[src/rtl/ds1rx_pkg.sv]
package ds1rx_pkg;
  localparam int DS1_SLOTS      = 24;
  localparam int DS1_SLOT_W     = 8;
  localparam int DS1_PAY_W      = DS1_SLOTS * DS1_SLOT_W;
  localparam int DS1_FRAME_BITS = DS1_PAY_W + 1;
  localparam int DS1_POS_W      = $clog2(DS1_FRAME_BITS);
  localparam int DS1_LAST_POS   = DS1_FRAME_BITS - 1;
  localparam int DS1_TS_W       = $clog2(DS1_SLOTS);
endpackage

[src/rtl/ds1rx_clkgen.sv]
// Serial clock divider; flags the system clock whose edge is the launch edge.
module ds1rx_clkgen #(
  parameter int HALF_DIV = 2
) (
  input  logic clk,
  input  logic rst_n,
  input  logic cfg_clk_inv,
  output logic ser_clk,
  output logic launch
);
  localparam int PERIOD = 2 * HALF_DIV;
  localparam int PH_W   = $clog2(PERIOD);

  logic [PH_W-1:0] ph_q, ph_d;
  logic            sclk_q, sclk_d;

  always_comb begin
    ph_d   = (ph_q == PH_W'(PERIOD - 1)) ? '0 : ph_q + PH_W'(1);
    sclk_d = (ph_d < PH_W'(HALF_DIV));
    launch = cfg_clk_inv ? (ph_q == PH_W'(HALF_DIV - 1))
                         : (ph_q == PH_W'(PERIOD - 1));
  end

  always_ff @(posedge clk or negedge rst_n) begin
    if (!rst_n) begin
      ph_q   <= '0;
      sclk_q <= 1'b1;
    end else begin
      ph_q   <= ph_d;
      sclk_q <= sclk_d;
    end
  end

  assign ser_clk = sclk_q;

  // a launch strobe never lasts two clocks
  assert_launch_single_R1: assert property (@(posedge clk) disable iff (!rst_n)
    launch |=> !launch);
endmodule

[src/rtl/ds1rx_framecnt.sv]
// Bit and frame position, sync handling and time-slot indication.
module ds1rx_framecnt
  import ds1rx_pkg::*;
#(
  parameter int MF_LEN = 12
) (
  input  logic                 clk,
  input  logic                 rst_n,
  input  logic                 launch,
  input  logic                 cfg_sync_in,
  input  logic                 sync_in,
  output logic                 frame_start,
  output logic [DS1_POS_W-1:0] nxt_pos,
  output logic                 sync_out,
  output logic                 msync_out,
  output logic                 resync_flag,
  output logic [DS1_TS_W-1:0]  ts_num,
  output logic                 ts_fbit,
  output logic                 ts_clk
);
  localparam int FR_W = (MF_LEN > 1) ? $clog2(MF_LEN) : 1;
  localparam logic [DS1_POS_W-1:0] LAST = DS1_POS_W'(DS1_LAST_POS);

  logic [DS1_POS_W-1:0] pos_q, pos_d, nat_pos, j;
  logic [FR_W-1:0]      fr_q, fr_d;
  logic                 force_start;
  logic                 sync_q, sync_d, msync_q, msync_d, res_q, res_d;
  logic                 fb_q, fb_d, tsc_q, tsc_d;
  logic [DS1_TS_W-1:0]  tsn_q, tsn_d;

  always_comb begin
    nat_pos     = (pos_q == LAST) ? '0 : pos_q + DS1_POS_W'(1);
    force_start = cfg_sync_in && sync_in;
    nxt_pos     = force_start ? '0 : nat_pos;
    frame_start = launch && (nxt_pos == '0);
    j           = nxt_pos - DS1_POS_W'(1);
    // hold everything unless this is a launch clock
    pos_d   = pos_q;
    fr_d    = fr_q;
    sync_d  = sync_q;
    msync_d = msync_q;
    res_d   = res_q;
    tsn_d   = tsn_q;
    fb_d    = fb_q;
    tsc_d   = tsc_q;
    if (launch) begin
      pos_d   = nxt_pos;
      sync_d  = !cfg_sync_in && (nxt_pos == LAST);
      msync_d = (nxt_pos == LAST) && (fr_q == FR_W'(MF_LEN - 1));
      fb_d    = (nxt_pos == '0);
      tsn_d   = (nxt_pos == '0) ? '0 : DS1_TS_W'(j[DS1_POS_W-1:3]);
      tsc_d   = (nxt_pos == '0) || (j[2:0] == 3'd0);
      if (frame_start) begin
        fr_d  = (fr_q == FR_W'(MF_LEN - 1)) ? '0 : fr_q + FR_W'(1);
        res_d = force_start && (nat_pos != '0);
      end
    end
  end

  always_ff @(posedge clk or negedge rst_n) begin
    if (!rst_n) begin
      pos_q   <= LAST;
      fr_q    <= FR_W'(MF_LEN - 1);
      sync_q  <= 1'b0;
      msync_q <= 1'b0;
      res_q   <= 1'b0;
      tsn_q   <= '0;
      fb_q    <= 1'b0;
      tsc_q   <= 1'b0;
    end else begin
      pos_q   <= pos_d;
      fr_q    <= fr_d;
      sync_q  <= sync_d;
      msync_q <= msync_d;
      res_q   <= res_d;
      tsn_q   <= tsn_d;
      fb_q    <= fb_d;
      tsc_q   <= tsc_d;
    end
  end

  assign sync_out    = sync_q;
  assign msync_out   = msync_q;
  assign resync_flag = res_q;
  assign ts_num      = tsn_q;
  assign ts_fbit     = fb_q;
  assign ts_clk      = tsc_q;

  // a mid-frame start mark realigns to the framing bit and flags it
  assert_resync_realign_R8: assert property (@(posedge clk) disable iff (!rst_n)
    (launch && cfg_sync_in && sync_in && pos_q != LAST) |=> (resync_flag && ts_fbit));
  // slot number stays within 0..23
  assert_ts_range_R7: assert property (@(posedge clk) disable iff (!rst_n)
    ts_num <= DS1_TS_W'(DS1_SLOTS - 1));
endmodule

[src/rtl/ds1rx_serializer.sv]
// Frame holding register, upstream handshake and bit selection.
module ds1rx_serializer
  import ds1rx_pkg::*;
(
  input  logic                 clk,
  input  logic                 rst_n,
  input  logic                 launch,
  input  logic                 frame_start,
  input  logic [DS1_POS_W-1:0] nxt_pos,
  input  logic                 up_valid,
  input  logic                 up_fbit,
  input  logic [DS1_PAY_W-1:0] up_payload,
  output logic                 up_ready,
  output logic                 ser_data,
  output logic                 underrun_flag
);
  logic [DS1_PAY_W-1:0] pay_q, pay_d;
  logic                 dat_q, dat_d, und_q, und_d, bit_sel;
  logic [DS1_POS_W-1:0] j, bidx;

  always_comb begin
    up_ready = frame_start;
    j        = nxt_pos - DS1_POS_W'(1);
    // slot j/8 occupies bits 8*slot..8*slot+7; MSB leaves first
    bidx     = {j[DS1_POS_W-1:3], ~j[2:0]};
    bit_sel  = (nxt_pos == '0) ? 1'b1 : pay_q[bidx];
    pay_d    = pay_q;
    und_d    = und_q;
    dat_d    = dat_q;
    if (frame_start) begin
      pay_d = up_valid ? up_payload : '1;
      und_d = !up_valid;
      dat_d = up_valid ? up_fbit : 1'b1;
    end else if (launch) begin
      dat_d = bit_sel;
    end
  end

  always_ff @(posedge clk or negedge rst_n) begin
    if (!rst_n) begin
      pay_q <= '1;
      dat_q <= 1'b1;
      und_q <= 1'b0;
    end else begin
      pay_q <= pay_d;
      dat_q <= dat_d;
      und_q <= und_d;
    end
  end

  assign ser_data      = dat_q;
  assign underrun_flag = und_q;

  // a boundary without data starts an all-ones frame with the flag up
  assert_underrun_fill_R4: assert property (@(posedge clk) disable iff (!rst_n)
    (frame_start && !up_valid) |=> (ser_data && underrun_flag));
  // ready is a single-clock pulse
  assert_ready_pulse_R3: assert property (@(posedge clk) disable iff (!rst_n)
    up_ready |=> !up_ready);
endmodule

[src/rtl/ds1_rx_backplane.sv]
module ds1_rx_backplane
  import ds1rx_pkg::*;
#(
  parameter int HALF_DIV = 2,
  parameter int MF_LEN   = 12
) (
  input  logic                 clk,
  input  logic                 rst_n,
  input  logic                 cfg_clk_inv,
  input  logic                 cfg_sync_in,
  input  logic                 up_valid,
  output logic                 up_ready,
  input  logic                 up_fbit,
  input  logic [DS1_PAY_W-1:0] up_payload,
  input  logic                 sync_in,
  output logic                 ser_clk,
  output logic                 ser_data,
  output logic                 sync_out,
  output logic                 msync_out,
  output logic                 ts_clk,
  output logic [DS1_TS_W-1:0]  ts_num,
  output logic                 ts_fbit,
  output logic                 resync_flag,
  output logic                 underrun_flag
);
  logic                 launch, frame_start;
  logic [DS1_POS_W-1:0] nxt_pos;

  ds1rx_clkgen #(.HALF_DIV(HALF_DIV)) u_clkgen (
    .clk(clk), .rst_n(rst_n), .cfg_clk_inv(cfg_clk_inv),
    .ser_clk(ser_clk), .launch(launch));

  ds1rx_framecnt #(.MF_LEN(MF_LEN)) u_framecnt (
    .clk(clk), .rst_n(rst_n), .launch(launch), .cfg_sync_in(cfg_sync_in),
    .sync_in(sync_in), .frame_start(frame_start), .nxt_pos(nxt_pos),
    .sync_out(sync_out), .msync_out(msync_out), .resync_flag(resync_flag),
    .ts_num(ts_num), .ts_fbit(ts_fbit), .ts_clk(ts_clk));

  ds1rx_serializer u_serializer (
    .clk(clk), .rst_n(rst_n), .launch(launch), .frame_start(frame_start),
    .nxt_pos(nxt_pos), .up_valid(up_valid), .up_fbit(up_fbit),
    .up_payload(up_payload), .up_ready(up_ready), .ser_data(ser_data),
    .underrun_flag(underrun_flag));

  // data moves only with the selected serial clock edge
  assert_launch_edge_R1: assert property (@(posedge clk) disable iff (!rst_n)
    !$stable(ser_data) |-> ($past(cfg_clk_inv) ? $fell(ser_clk) : $rose(ser_clk)));
  // a taken frame begins with its framing bit
  assert_load_fbit_R2: assert property (@(posedge clk) disable iff (!rst_n)
    up_ready |=> ts_fbit);
  // the frame-end mark gives way to a framing bit
  assert_sync_end_R5: assert property (@(posedge clk) disable iff (!rst_n)
    $fell(sync_out) |-> ts_fbit);
  // the multiframe mark sits on the last payload bit of slot 23
  assert_msync_last_R6: assert property (@(posedge clk) disable iff (!rst_n)
    msync_out |-> (ts_num == DS1_TS_W'(DS1_SLOTS - 1) && !ts_fbit));
endmodule

[config.mk]
export PLATFORM = sky130hd
export DESIGN_NAME = ds1_rx_backplane
export DESIGN_NICKNAME = d
export VERILOG_FILES = /design/src/rtl/ds1rx_pkg.sv /design/src/rtl/ds1rx_clkgen.sv /design/src/rtl/ds1rx_framecnt.sv /design/src/rtl/ds1rx_serializer.sv /design/src/rtl/ds1_rx_backplane.sv
export SDC_FILE = /design/constraint.sdc
export NUM_CORES = 1
export LEC_CHECK = 0
export ABC_AREA = 1
export BUFFER_PORTS_ARGS = -buffer_cell sky130_fd_sc_hd__buf_2
export CAP_MARGIN = 5
export CELL_PAD_IN_SITES_DETAIL_PLACEMENT = 0
export CELL_PAD_IN_SITES_GLOBAL_PLACEMENT = 1
export CORE_MARGIN = 3
export CORE_UTILIZATION = 30
export DETAILED_ROUTE_END_ITERATION = 16
export PLACE_DENSITY = 0.66
export SYNTH_ARGS = -nofsm -noshare
export SYNTH_HDL_FRONTEND = slang
export SYNTH_SLANG_ARGS = --single-unit
[constraint.sdc]
create_clock -name clk -period 4 [get_ports clk]
set_input_delay 0.4 -clock clk [delete_from_list [all_inputs] [get_ports clk]]
set_output_delay 0.4 -clock clk [all_outputs]
set_load 0.02 [all_outputs]
[Word level (Yosys, flattened, before mapping)]
Index checks and enable logic that the tools add are counted.
Operators by class
  $add $sub $neg: 4
  equality and inequality tests: 5
  bitwise gates (word level): 1
  reductions and logical operators: 13
  order comparisons: 2
  mux-type cells: 13
Operators by type and width (number)
  two-way mux 192 bit: 1
  == test 8 bit, second input constant: 2
  two-way mux 8 bit: 2
  less-than comparator 8 x 9 -> 1 bit, second input constant: 1
  adder 8 x 1 -> 8 bit, second input constant: 1
  binary-select mux 1 bit (select 8 bit): 1
  logical NOT 8 bit: 1
  nonzero test 8 bit: 1
  subtractor 8 x 1 -> 8 bit, second input constant: 1
  two-way mux 1 bit: 6
  logical AND 1 bit: 5
  two-way mux 5 bit: 1
  adder 4 x 1 -> 4 bit, second input constant: 1
  == test 4 bit, second input constant: 1
  two-way mux 4 bit: 1
  logical NOT 3 bit: 1
  NOT 3 bit: 1
  adder 2 x 1 -> 2 bit, second input constant: 1
  == test 2 x 1 -> 1 bit, second input constant: 1
  == test 2 bit, second input constant: 1
  logical NOT 1 bit: 2
  less-than comparator 2 bit, second input constant: 1
  two-way mux 2 bit: 1
  AND reduction 2 bit: 1
  2 further kinds: 2
Word-level totals
  input bits: 199
  register bits: 219
  output and inout bits: 14

[Logic depth before layout (Yosys ltp)]
Gate-level depths: netlist of run 1.
  word-level depth: 10
  mapped depth: 26
  depth with buffers taken out: 22

[By module]
Synthesis of run 1 repeated with hierarchy kept, for this count alone.
Unflattened totals
  cell total of the unflattened synthesis: 1460
  area, all modules: 11599.9 µm²
Modules (own cells, without submodules)
  ds1rx_serializer: sequential area each 5096.1 µm², times used 1, cells an instance 1254, area each 10063.4 µm²
  ds1rx_framecnt: sequential area each 556.8 µm², times used 1, cells an instance 194, area each 1408.9 µm²
  ds1rx_clkgen: sequential area each 76.3 µm², times used 1, cells an instance 12, area each 127.6 µm²

[Worst setup path after synthesis of run 1]
No wires, ideal clock.
  path kind: reg2reg
  from: reg u_framecnt.pos_q[0]
  to: reg u_serializer.dat_q, in the netlist u_serializer.ser_data
  stages on the path, launching flop included: 26
  path slack: 630 ps
  arrival: 3309 ps
  library setup time: 61 ps
  path through: dfrtp_1 inv_2 buf_1 ha_1 inv_1 nor2_1 nand3_2 nand3_2 inv_2 buf_2 buf_4 ha_1 clkbuf_1 clkbuf_1 nand3_1 nand3_1 nand3_1 nand2_1 nand2_1 nand3_1 nand3_1 nand2_1 nand2_1 nand2_1 nand2_1 nand2_1
Between the ends
  cells in the longest elaborated chain, start to end: 10
  elaborated cells on any way between the ends: 14
RTL lines
  from (decl): RTL line ds1rx_framecnt.sv:24  | logic [DS1_POS_W-1:0] pos_q, pos_d, nat_pos, j;
  from (signal assigned): RTL line ds1rx_framecnt.sv:71  | pos_q <= pos_d;
  adder 8 x 1 -> 8 bit / == test 8 bit (equally long branches): RTL line ds1rx_framecnt.sv:32  | nat_pos = (pos_q == LAST) ? '0 : pos_q + DS1_POS_W'(1);
  two-way mux 8 bit (*): RTL line ds1rx_framecnt.sv:32
  two-way mux 8 bit (*): RTL line ds1rx_framecnt.sv:34  | nxt_pos = force_start ? '0 : nat_pos;
  via nxt_pos[0]: RTL line ds1_rx_backplane.sv:27  | logic [DS1_POS_W-1:0] nxt_pos;
  subtractor 8 x 1 -> 8 bit: RTL line ds1rx_serializer.sv:23  | j = nxt_pos - DS1_POS_W'(1);
  NOT 3 bit: RTL line ds1rx_serializer.sv:25  | bidx = {j[DS1_POS_W-1:3], ~j[2:0]};
  binary-select mux 1 bit (select 8 bit): RTL line ds1rx_serializer.sv:26  | bit_sel = (nxt_pos == '0) ? 1'b1 : pay_q[bidx];
  two-way mux 1 bit (implied by the code): RTL line ds1rx_serializer.sv:26
  two-way mux 1 bit: RTL line ds1rx_serializer.sv:26
  two-way mux 1 bit: RTL line ds1rx_serializer.sv:34  | end else if (launch) begin
  two-way mux 1 bit: RTL line ds1rx_serializer.sv:30  | if (frame_start) begin
  to (signal assigned): RTL line ds1rx_serializer.sv:46  | dat_q <= dat_d;
  to (decl): RTL line ds1rx_serializer.sv:18  | logic dat_q, dat_d, und_q, und_d, bit_sel;
Mark *: on every way through the listed nets, which the timed path passes. The rest lies on a longest branch. The select of a mux whose other input is x is not followed.
A chain may end at the register's enable or synchronous reset.

[Final worst setup path of run 1]
  from: reg u_framecnt.pos_q[0]
  to: out up_ready
Between the ends
  cells in the longest elaborated chain, start to end: 5
  elaborated cells on any way between the ends: 6
RTL lines
  adder 8 x 1 -> 8 bit / == test 8 bit (equally long branches): RTL line ds1rx_framecnt.sv:32
  two-way mux 8 bit (*): RTL line ds1rx_framecnt.sv:32
  two-way mux 8 bit (*): RTL line ds1rx_framecnt.sv:34
  logical NOT 8 bit (*): RTL line ds1rx_framecnt.sv:35  | frame_start = launch && (nxt_pos == '0);
  logical AND 1 bit (*): RTL line ds1rx_framecnt.sv:35
  to (decl): RTL line ds1_rx_backplane.sv:12  | output logic up_ready,
Mark *: on every way between the ends. The rest lies on a longest branch, timed or not.

==> results of run 1 <==
[power by group through the flow]
stage	clock, mW	sequential [mW]	combinational, mW
2_1_floorplan	0	4.35	2.69
3_3_place_gp	0	4.41	3.84
3_5_place_dp	0	4.42	3.88
5_1_grt	2.67	4.54	4.46
6_report	2.51	4.40	3.83
4_1_cts	2.58	4.40	3.90
[Yosys cell counts, types with 2 or more instances]
| cell type | number | share of area (%) |
|---|---|---|
| inv_2 | 7 | 0.23 |
| a21oi_1 | 3 | 0.13 |
| nor2_2 | 3 | 0.16 |
| inv_4 | 2 | 0.11 |
| buf_2 | 54 | 2.3 |
| o21ai_1 | 26 | 1.1 |
| nand2_2 | 3 | 0.16 |
| o31ai_1 | 3 | 0.19 |
| buf_1 | 7 | 0.23 |
| o21ai_0 | 307 | 13 |
| o211ai_1 | 6 | 0.39 |
| ha_1 | 8 | 0.87 |
| nor3_1 | 3 | 0.13 |
| nand3_1 | 188 | 8.1 |
| xor2_2 | 2 | 0.28 |
| dfrtp_1 | 20 | 4.3 |
| nor2_1 | 14 | 0.45 |
| buf_4 | 9 | 0.58 |
| xor2_1 | 4 | 0.30 |
| nand2_1 | 341 | 11 |
| nand4_1 | 55 | 3.0 |
| dfstp_2 | 199 | 45 |
| nand3_2 | 4 | 0.35 |
| clkbuf_1 | 40 | 1.3 |
| buf_6 | 3 | 0.29 |
| inv_1 | 144 | 4.7 |
[per-layer routing]
metal	track usage (%)	share of wire (%)
met3	2.54	4.8
met5	0	0
met1	26.7	49
met2	28.4	44
met4	3.71	1.7
[area by class of cell]
cell class / instances / area, µm² / share of cell area, %
clock buffer: 38 / 767 / 5.52
clock inverter: 9 / 145 / 1.04
multi-input combinational: 976 / 4710 / 33.9
inverter: 154 / 586 / 4.21
tap: 511 / 639 / 4.60
sequential: 219 / 5730 / 41.2
timing repair buffer: 238 / 1320 / 9.49
[critical path: cells and delay by family (launching register included)]
family / cells / cell delay (ns)
AOI/OAI and AO/OA: 1 / 0.19
DFF: 1 / 0.43
adders and majority gates: 1 / 0.13
buffers and inverters: 4 / 0.67
and+or+nand+nor: 8 / 1.20
[per-stage QoR]
stage               utilization (%)  worst slack [ns]
floorplan                         -             0.630
global placement               34.3             0.665
detailed placement             34.3             0.609
CTS                            36.7             0.328
global route                   36.7            0.0672
finish                         36.7             0.402
[logic make-up (layout without fill, tap and decap cells)]
group | count (synthesis) | in the layout | synth area share, %
AND/OR/NAND/NOR | 614 | 614 | 23.7
AO/OA/AOI/OAI | 348 | 348 | 15.4
buffers and inverters | 268 | 439 | 9.83
flip-flops | 219 | 219 | 49.6
adder cells (fa/ha/maj) | 8 | 8 | 0.866
XOR/XNOR | 6 | 6 | 0.585
[sequential cells by signal (all words and copies together) (netlist names)]
name and count:
u_clkgen.ph_q 2, u_clkgen.ser_clk 1, u_framecnt.fr_q 4, u_framecnt.msync_out 1
u_framecnt.pos_q 8, u_framecnt.resync_flag 1, u_framecnt.sync_out 1, u_framecnt.ts_clk 1
u_framecnt.ts_fbit 1, u_framecnt.ts_num 5, u_serializer.pay_q 192, u_serializer.ser_data 1
u_serializer.underrun_flag 1
[worst min-delay path by stage]
stage,end,slack [ns],cells after the start
after floorplan,u_clkgen.ph_q[0]$_DFF_PN0_,0.10,0
after CTS,u_serializer.pay_q[138]$_DFFE_PN1P_,0.07,3
after global placement,u_clkgen.ph_q[0]$_DFF_PN0_,0.44,1
after global routing,u_serializer.underrun_flag$_DFFE_PN0P_,0.09,2
final,u_serializer.underrun_flag$_DFFE_PN0P_,0.09,2
after detailed placement,u_clkgen.ph_q[0]$_DFF_PN0_,0.45,1
==> key figures, run 1 <==
Run status
  • Status: finished clean

Clocking
  • CTS Buf Count: 26
  • Deepest clock path buffer count: 3
  • Worst-skew pair later-pin latency: 0.53 ns
  • Clock transition at the registers of the reported paths: 0.06 ns
  • H-tree Lvls: 1
  • CTS tree: yes
  • Clk sinks: 219
  • Setup bufs post-CTS: 0
  • Cts hold-fix bufs: 1
  • Root Driver: clkbuf_16
  • Resized cells post-CTS: 0

Detailed routing
  • Post-DR wirelength/cell: 17.3 µm
  • Post-route ant nets: 0
  • DR pass1 iterations: 5
  • DRT Wirelength: 37.0 mm
  • First-iteration detailed-routing DRC count: 706
  • Residual DRC: 0
  • Via density per instance: 4.80
  • Total number of vias: 10301

Worst setup path
  • Critical Path Sink Type: primary output
  • FF-to-FF End: u_serializer.ser_data$_DFFE_PN1P_
  • Crit path kind: flip-flop to primary output
  • Critical-path cell list: inv_2 -> ha_1 -> inv_1 -> nor2_1 -> nand3_4 -> o21ai_1 -> nor2_1 -> nand2_1 -> nand2_1 -> nor2_2 -> nand2_2 -> nor2_4 -> buf_12 -> buf_2
  • CP max stage cell: dfrtp_1
  • CP Launch Point: u_framecnt.pos_q[0]$_DFFE_PN0P_
  • Internal reg-to-reg setup slack: 0.65 ns
  • Worst EP required: 3.60 ns
  • WP data arrival: 3.20 ns
  • Reg2reg start: u_framecnt.pos_q[0]$_DFFE_PN0P_
  • Reg2Reg Depth: 22
  • Worst setup SP type: flip-flop
  • Max Fanout on Critical Path: 111
  • CP endpoint: up_ready
  • Crit-path max cell delay: 0.43 ns

GRT
  • First-pass GRT wire length: 59.8 mm
  • Number of global-route vias before repair: 10535
  • Largest net degree at the start of global routing: 125
  • GRT Residual Overflow: 0
  • Initial antenna violation count: 0
  • Tot GR Track Use: 18.1%

Power and ir drop
  • Comb pwr share: 35.7%
  • PD cells: 773 nW/µm²
  • Clk pwr share: 23.4%
  • Design Power: 10.7 mW
  • Reg power frac: 40.9%
  • Peak VDD IR: 0.279 mV
  • Static Leak: 6.50 nW
  • P_sw: 3.89 mW
  • Pint: 6.85 mW
  • Switch share: 36.2%

Placed design
  • DP Area: 13000 µm²
  • Final GP Congestion: 0.789
  • IO Port Bufs: 212
  • DP HPWL: 25.3 mm
  • Dpl cells: 2097

Timing
  • Hold Vio Cnt, Final: 0
  • Worst Tran Pin Value: 0.994 ns
  • Skew final: 0.0130 ns
  • Final Hold Slack: 0.0938 ns
  • Slew Viols, Final: 0
  • Fmax: 0.278 GHz
  • Final setup TNS: 0 ns
  • Fin crit share: 89.9%
  • Crit path time final: 3.60 ns
  • Relative slew slack: 33.7%
  • RSZ-0062 raised after global routing: false
  • Final Setup Violations: 0

Synthesis
  • Synthesis-stage register bit count: 219
  • Main synth FF type: dfstp_2
  • Syn_area_per_cell: 7.90 µm²
  • YS warnings: 0
  • Synthesized cell area: 11600 µm²
  • Number of synthesized flops with an enable pin: 0
  • Post-synthesis async set-or-reset flop share: 100%
  • Post-synthesis cell type count: 34
  • Mapped Cells: 1463
  • Sequential area share after synthesis: 49.6%
  • Syn Nets: 1670

Floorplan
  • Core Area: 37800 µm²
  • Std cell rows: 71
  • Initial Util: 30.5%
  • Die area: 40900 µm²
  • Die height: 202 µm
  • Die Wd: 202 µm
  • Num ports: 213

Cells and area
  • Share of cells above drive strength 1: 30.9%
  • Nets: 1822
  • Synth-to-Final Area Change: 20.3%
  • Cell Count, Final, Fillers Out: 2145
  • Most frequent cells in the layout: 340 x nand2_1, 307 x o21ai_0, 211 x buf_2, 199 x dfstp_2, 188 x nand3_1
  • Post-Layout Inst Area: 13900 µm²
  • Commonest non-fill, non-tap cell in the layout: nand2_1
  • Fillers: 4068
  • ANT cells: 0

Hold path
  • Worst hold path class: input pin to flip-flop
  • Hold path start: up_valid

Flow run
  • Number of max-cap violations: 0
Note: power is estimated with default switching activity, not from simulation.
==> inputs of run 2 (changes only) <==
Settings changed: CORE_ASPECT_RATIO set to 0.6.
==> key figures, run 2 (synthesized netlist as in run 1, its figures left out) <==
Floorplan
  • Num ports: 213 (unchanged)
  • Initial Util: 31.1% (+0.56 points)
  • Core Area: 37200 µm² (-1.8%)
  • Die area: 41000 µm² (+0.19%)
  • Die Wd: 259 µm (+28%)
  • Std cell rows: 54 (-24%)
  • Die height: 158 µm (-22%)

Worst setup path
  • Crit-path max cell delay: 0.43 ns (about the same)
  • CP Launch Point: u_framecnt.pos_q[0]$_DFFE_PN0P_
  • Critical-path cell list: inv_2 -> ha_1 -> inv_1 -> nor2_1 -> nand3_4 -> buf_4 -> nand3_1 -> nand2_1 -> inv_2 -> nand2_1 -> nor2_1 -> nand2_2 -> nor2_4 -> buf_12 -> buf_2
  • Reg2reg start: u_framecnt.pos_q[0]$_DFFE_PN0P_
  • Worst EP required: 3.60 ns (about the same)
  • Worst setup SP type: flip-flop
  • Reg2Reg Depth: 21 (-4.5%)
  • CP max stage cell: dfrtp_1
  • Crit path kind: flip-flop to primary output
  • WP data arrival: 3.28 ns (+0.08 ns)
  • Max Fanout on Critical Path: 43 (-61%)
  • Critical Path Sink Type: primary output

Detailed routing
  • DR pass1 iterations: 5 (unchanged)
  • Total number of vias: 10558 (+2.5%)
  • Post-route ant nets: 0 (unchanged)
  • Residual DRC: 0 (unchanged)
  • Post-DR wirelength/cell: 18.4 µm (+6.6%)
  • DRT Wirelength: 39.4 mm (+6.4%)
  • First-iteration detailed-routing DRC count: 808 (+14%)
  • Via density per instance: 4.93 (+2.7%)

Clocking
  • Root Driver: clkbuf_16
  • Deepest clock path buffer count: 3 (unchanged)
  • Clk sinks: 219 (unchanged)
  • Clock transition at the registers of the reported paths: 0.07 ns (about the same)
  • Resized cells post-CTS: 0 (unchanged)
  • Worst-skew pair later-pin latency: 0.53 ns (about the same)
  • H-tree Lvls: 1 (unchanged)
  • CTS Buf Count: 24 (-7.7%)
  • CTS tree: yes

Power and ir drop
  • P_sw: 3.96 mW (+1.9%)
  • PD cells: 778 nW/µm² (+0.62%)
  • Peak VDD IR: 0.381 mV (+36%)
  • Reg power frac: 41.0% (about the same)
  • Comb pwr share: 36.1% (+0.4 points)
  • Clk pwr share: 22.9% (-0.5 points)
  • Switch share: 36.7% (+0.46 points)
  • Design Power: 10.8 mW (+0.62%)
  • Pint: 6.84 mW (-0.12%)
  • Static Leak: 6.50 nW (-0.13%)

GRT
  • Number of global-route vias before repair: 10566 (+0.29%)
  • GRT Residual Overflow: 0 (unchanged)
  • Met3 usage: 3.05% (+0.51 points)
  • First-pass GRT wire length: 61.9 mm (+3.4%)
  • GRT met1 Usage: 29.7% (+3.0 points)
  • Initial antenna violation count: 0 (unchanged)
  • Largest net degree at the start of global routing: 108 (-14%)
  • Grt met2 use: 28.2% (-0.19 points)
  • Top Usage Layer GRT: met1
  • Tot GR Track Use: 19.1% (+1.1 points)

Placed design
  • Final GP Congestion: 0.851 (+7.9%)
  • DP HPWL: 26.8 mm (+5.8%)
  • Dpl cells: 2095 (-0.095%)
  • IO Port Bufs: 212 (unchanged)

Timing
  • Crit path time final: 3.68 ns (+0.0798 ns)
  • Fin crit share: 91.9% (+2.0 points)
  • RSZ-0062 raised after global routing: false
  • Relative slew slack: 42.0% (+8.3 points)
  • Slew Viols, Final: 0 (unchanged)
  • Fmax: 0.272 GHz (-2.2%)
  • Hold Vio Cnt, Final: 0 (unchanged)
  • Final Setup Violations: 0 (unchanged)
  • Skew final: 0.0239 ns (+0.0109 ns)
  • Worst Tran Pin Value: 0.870 ns (-0.124 ns)
  • Final setup TNS: 0 ns (unchanged)

Hold path
  • Hold path start: cfg_sync_in
  • Worst hold path class: input pin to flip-flop
  • Hold Path Stages: 2 (unchanged)

Cells and area
  • Largest register FFs: 192 (unchanged)
  • Cell Count, Final, Fillers Out: 2140 (-0.23%)
  • Commonest non-fill, non-tap cell in the layout: nand2_1
  • ANT cells: 0 (unchanged)
  • Nets: 1825 (+0.16%)
  • Synth-to-Final Area Change: 20.3% (about the same)
  • Most frequent cells in the layout: 340 x nand2_1, 307 x o21ai_0, 211 x buf_2, 199 x dfstp_2, 188 x nand3_1
  • Biggest register: u_serializer.pay_q
  • Top flop regs: u_serializer.pay_q (192), u_framecnt.pos_q (8), u_framecnt.ts_num (5)
  • Share of cells above drive strength 1: 30.9% (-0.038 points)

Run status
  • Status: finished clean

Flow run
  • Number of max-cap violations: 0 (unchanged)
[run 2: changes by cell type in the layout (fill, tap and decap cells not counted)]
cell       change
buf_4          +4
clkinv_2       -4
clkbuf_1       +2
clkbuf_16      -2
buf_12         +1
bufinv_16      +1
clkbuf_8       -1
clkinv_4       +1
nand2_2        +1
nand2_4        -1
[run 2: area by class of cell]
| cell class | instances | area [µm²] |
|---|---|---|
| multi-input combinational | 976 | 4710 |
| inverter | 154 | 586 |
| timing repair buffer | 243 | 1370 |
| tap | 504 | 631 |
| fill | 3929 | 23300 |
| clock inverter | 7 | 164 |
| clock buffer | 37 | 711 |
| sequential | 219 | 5730 |
[run 2: final timing paths]
check                                                            to  slack, ns
worst max-delay path                                       up_ready       0.32
worst min-delay path                u_framecnt.sync_out$_DFFE_PN0P_       0.08
worst max register to register    u_serializer.ser_data$_DFFE_PN1P_       0.80
worst min register to register  u_serializer.pay_q[160]$_DFFE_PN1P_       0.46
max in group asynchronous        u_serializer.pay_q[59]$_DFFE_PN1P_       2.43
min in group asynchronous             u_framecnt.ts_clk$_DFFE_PN0P_       0.56
[run 2: repair_timing]
item	4_1_cts	5_1_grt
hold buffers	1	0
endpoints found under the hold margin	3	0
setup buffers	0	0
[run 2: metrics by stage]
step	util, %	worst slack (ns)	hold slack (ns)	area [µm²]
after floorplan	-	0.630	0.104	11600
after CTS	37.4	0.327	0.0446	13900
after global placement	35.0	0.879	0.445	13000
final	37.4	0.323	0.0774	13900
after detailed placement	35.0	0.817	0.453	13000
after global routing	37.4	0.120	0.0703	13900
[run 2: worst max-delay path: cells and delay by family (launching register included)]
kind	cells	cell delay, ns
adders and majority gates	1	0.15
buffers and inverters	6	0.90
DFF	1	0.43
and+or+nand+nor	8	1.23
[run 2: power groups by stage]
stage / Combinational (mW) / Clock (mW) / Sequential, mW
3_5_place_dp: 3.91 / 0 / 4.46
5_1_grt: 4.48 / 2.65 / 4.55
4_1_cts: 3.94 / 2.54 / 4.43
3_3_place_gp: 3.89 / 0 / 4.45
2_1_floorplan: 2.69 / 0 / 4.35
6_report: 3.90 / 2.47 / 4.43
[run 2: per-layer routing]
metal  share of wire [%]  wire [µm]
met5                   0          0
met1                  51      20000
met4                 1.3        515
met2                  42      16600
met3                 5.9       2320
==> inputs of run 3 (changes only) <==
Settings changed: ABC_AREA 1 to unset, PLACE_DENSITY 0.66 to 0.63.
==> key figures, run 3 <==
Run status
  • Status: finished clean

Worst setup path
  • Worst EP required: 3.60 ns (about the same)
  • Critical-path cell list: or3_4 -> o21ai_2 -> nor2_1 -> clkinv_2 -> buf_16 -> ha_1 -> o211a_2 -> nand2b_2 -> bufinv_16 -> buf_2
  • CP Launch Point: u_framecnt.pos_q[3]$_DFFE_PN0P_
  • Critical Path Sink Type: primary output
  • Max Fanout on Critical Path: 25 (-42%)
  • CP max stage cell: dfrtp_1
  • Reg2reg start: u_framecnt.pos_q[3]$_DFFE_PN0P_
  • Crit-path max cell delay: 0.51 ns (+0.08 ns)
  • Worst setup SP type: flip-flop
  • Crit path kind: flip-flop to primary output
  • WP data arrival: 3.40 ns (+0.12 ns)

Clocking
  • Setup bufs post-CTS: 0 (unchanged)
  • CTS Buf Count: 24 (unchanged)
  • H-tree Lvls: 1 (unchanged)
  • Deepest clock path buffer count: 3 (unchanged)
  • CTS tree: yes
  • Root Driver: clkbuf_16
  • Worst-skew pair later-pin latency: 0.54 ns (about the same)
  • Clk sinks: 219 (unchanged)
  • Clock transition at the registers of the reported paths: 0.06 ns (about the same)

Timing
  • Hold Vio Cnt, Final: 0 (unchanged)
  • Slew Viols, Final: 0 (unchanged)
  • Final Setup Violations: 0 (unchanged)
  • Skew final: 0.0200 ns (-0.00392 ns)
  • Final setup TNS: 0 ns (unchanged)
  • Crit path time final: 3.80 ns (+0.119 ns)
  • Fin crit share: 94.9% (+3.0 points)
  • RSZ-0062 raised after global routing: false
  • Relative slew slack: 34.4% (-7.6 points)
  • Fmax: 0.263 GHz (-3.1%)
  • Worst Tran Pin Value: 0.984 ns (+0.114 ns)

Placed design
  • IO Port Bufs: 212 (unchanged)
  • Final GP Congestion: 0.796 (-6.5%)
  • DP HPWL: 22.8 mm (-15%)
  • DP Area: 13000 µm² (-0.11%)
  • Dpl cells: 1806 (-14%)

Floorplan
  • Initial Util: 31.0% (-0.14 points)
  • Die area: 40700 µm² (-0.78%)
  • Die height: 157 µm (-0.39%)
  • Core Area: 37000 µm² (-0.36%)
  • Std cell rows: 54 (unchanged)
  • Num ports: 213 (unchanged)
  • Die Wd: 258 µm (-0.39%)

Synthesis
  • Sequential area share after synthesis: 50.0% (+0.40 points)
  • Syn Nets: 1360 (-19%)
  • Synth cell count leaders: 207 x nor2_1, 199 x dfstp_2, 199 x inv_1
  • Post-synthesis cell type count: 62 (+82%)
  • Most area-consuming cells after synthesis: dfstp_2 46%, a31oi_1 11%, mux4_2 9.4%, nor2_1 6.8%, inv_1 6.5%
  • Top-count cell post-synth: nor2_1
  • Syn_area_per_cell: 9.94 µm² (+26%)
  • Post-synthesis async set-or-reset flop share: 100% (unchanged)
  • Yosys top cell area share: 45.6% (+0.37 points)
  • Synthesis-stage register bit count: 219 (unchanged)
  • Post-synth top area cell: dfstp_2
  • Main synth FF type: dfstp_2
  • YS warnings: 0 (unchanged)
  • Number of synthesized flops with an enable pin: 0 (unchanged)
  • Mapped Cells: 1153 (-21%)
  • Synthesized cell area: 11500 µm² (-0.80%)

Power and ir drop
  • Comb pwr share: 33.4% (-2.7 points)
  • Pint: 6.89 mW (+0.70%)
  • Clk pwr share: 23.5% (+0.6 points)
  • PD cells: 729 nW/µm² (-6.3%)
  • P_sw: 3.25 mW (-18%)
  • Switch share: 32.1% (-4.6 points)
  • Reg power frac: 43.2% (+2.2 points)
  • Peak VDD IR: 0.281 mV (-26%)
  • Static Leak: 6.34 nW (-2.4%)

GRT
  • Number of global-route vias before repair: 8719 (-17%)
  • GRT Residual Overflow: 0 (unchanged)
  • First-pass GRT wire length: 50.8 mm (-18%)
  • Initial antenna violation count: 0 (unchanged)
  • Tot GR Track Use: 16.0% (-3.1 points)
  • Largest net degree at the start of global routing: 125 (+16%)

Cells and area
  • Most frequent cells in the layout: 210 x buf_2, 207 x nor2_1, 199 x inv_1, 199 x dfstp_2, 194 x a31oi_1
  • Nets: 1538 (-16%)
  • Biggest register: u_serializer.pay_q
  • Top flop regs: u_serializer.pay_q (192), u_framecnt.pos_q (8), u_framecnt.ts_num (5)
  • Share of cells above drive strength 1: 40.6% (+9.8 points)
  • ANT cells: 0 (unchanged)
  • Post-Layout Inst Area: 13900 µm² (+0.20%)
  • Largest register FFs: 192 (unchanged)
  • Commonest non-fill, non-tap cell in the layout: buf_2
  • Cell Count, Final, Fillers Out: 1853 (-13%)
  • Fillers: 3815 (-2.9%)
  • Synth-to-Final Area Change: 21.5%

Detailed routing
  • DRT Wirelength: 33.4 mm (-15%)
  • Highest metal used: met4
  • Post-DR wirelength/cell: 18.0 µm (-2.0%)
  • Metal2 WL: 14.3 mm (-14%)
  • Post-route ant nets: 0 (unchanged)
  • Met3 wire length: 1.92 mm (-17%)
  • M1 WL: 16.8 mm (-16%)
  • Total number of vias: 8858 (-16%)
  • First-iteration detailed-routing DRC count: 645 (-20%)
  • Residual DRC: 0 (unchanged)
  • DR pass1 iterations: 5 (unchanged)
  • Via density per instance: 4.78 (-3.1%)

Flow run
  • Number of max-cap violations: 0 (unchanged)

Hold path
  • Worst hold path class: input pin to flip-flop
  • Hold path start: up_payload[134]
[run 3: changes by cell type after synthesis, moves of 28 or more]
cell	change
mux2i_1	+28
nand4_1	-52
mux4_2	+48
nor2_1	+193
inv_1	+55
o21ai_0	-293
nand3_1	-183
nand2_1	-302
a31oi_1	+194
[run 3: kinds of logic after synthesis]
group | Yosys count | synth area share (%)
AO/OA/AOI/OAI | 255 | 14.4
XOR/XNOR | 6 | 0.622
adder cells (fa/ha/maj) | 8 | 0.873
buffers and inverters | 291 | 10.8
flip-flops | 219 | 50.0
multiplexers | 85 | 12.8
AND/OR/NAND/NOR | 289 | 10.5
[run 3: cell type report]
| type | count | area (µm²) | area share (%) |
|---|---|---|---|
| clock buffers | 37 | 731 | 5.25 |
| clock inverters | 7 | 113 | 0.809 |
| inverters | 201 | 782 | 5.62 |
| multi-input cells | 643 | 4510 | 32.4 |
| flip-flops and latches | 219 | 5730 | 41.1 |
| well taps | 504 | 631 | 4.53 |
| repair buffers | 241 | 1420 | 10.2 |
| repair inverters | 1 | 8.76 | 0.0629 |
[run 3: critical path: cells and delay by family, from the launching register on]
kind	cells	cell delay (ns)
simple gates	3	0.78
fa+ha+maj	1	0.24
compound gates	2	0.38
flops	1	0.51
buf+inv	4	0.91
[run 3: repair_timing]
action / in CTS / in global routing
endpoints found under the setup margin: 1 / 1
cloned: 1 / 1
pin swaps: 0 / 0
resized for setup: 3 / 1
endpoints found under the hold margin: 15 / 0
hold buffers: 1 / 0
[run 3: worst paths after layout]
| kind | to | slack, ns | cells past startpoint |
|---|---|---|---|
| min | u_serializer.pay_q[134]$_DFFE_PN1P_ | 0.07 | 3 |
| max reg2reg | u_serializer.ser_data$_DFFE_PN1P_ | 0.42 | 11 |
| max | up_ready | 0.20 | 10 |
| min reg2reg | u_clkgen.ph_q[0]$_DFF_PN0_ | 0.46 | 1 |
| max in group asynchronous | u_serializer.pay_q[143]$_DFFE_PN1P_ | 2.48 | 3 |
| min in group asynchronous | u_clkgen.ph_q[0]$_DFF_PN0_ | 0.47 | 2 |
[run 3: per-stage QoR]
step / power (mW) / hold WS (ns) / util (%) / setup WS [ns]
after floorplan: 6.69 / 0.104 / - / 0.352
after global placement: 7.72 / 0.447 / 35.1 / 0.453
after detailed placement: 7.79 / 0.457 / 35.1 / 0.369
after CTS: 10.3 / 0.0437 / 37.6 / 0.0558
after global routing: 10.8 / 0.0566 / 37.6 / 0.0141
final: 10.1 / 0.0726 / 37.6 / 0.204
[run 3: layer usage]
| layer | vias up | GRT usage, % |
|---|---|---|
| li1 | 4286 | - |
| met1 | 4338 | 24.5 |
| met2 | 204 | 23.6 |
| met3 | 30 | 3.54 |
| met4 | 0 | 2.17 |
| met5 | - | 0 |
[run 3: power by group through the flow]
| stage | clock network, mW | logic (mW) | registers, mW |
|---|---|---|---|
| finish | 2.38 | 3.38 | 4.38 |
| global route | 2.57 | 3.75 | 4.51 |
| CTS | 2.46 | 3.42 | 4.37 |
| detailed placement | 0 | 3.39 | 4.40 |
| global placement | 0 | 3.35 | 4.36 |
| floorplan | 0 | 2.46 | 4.23 |
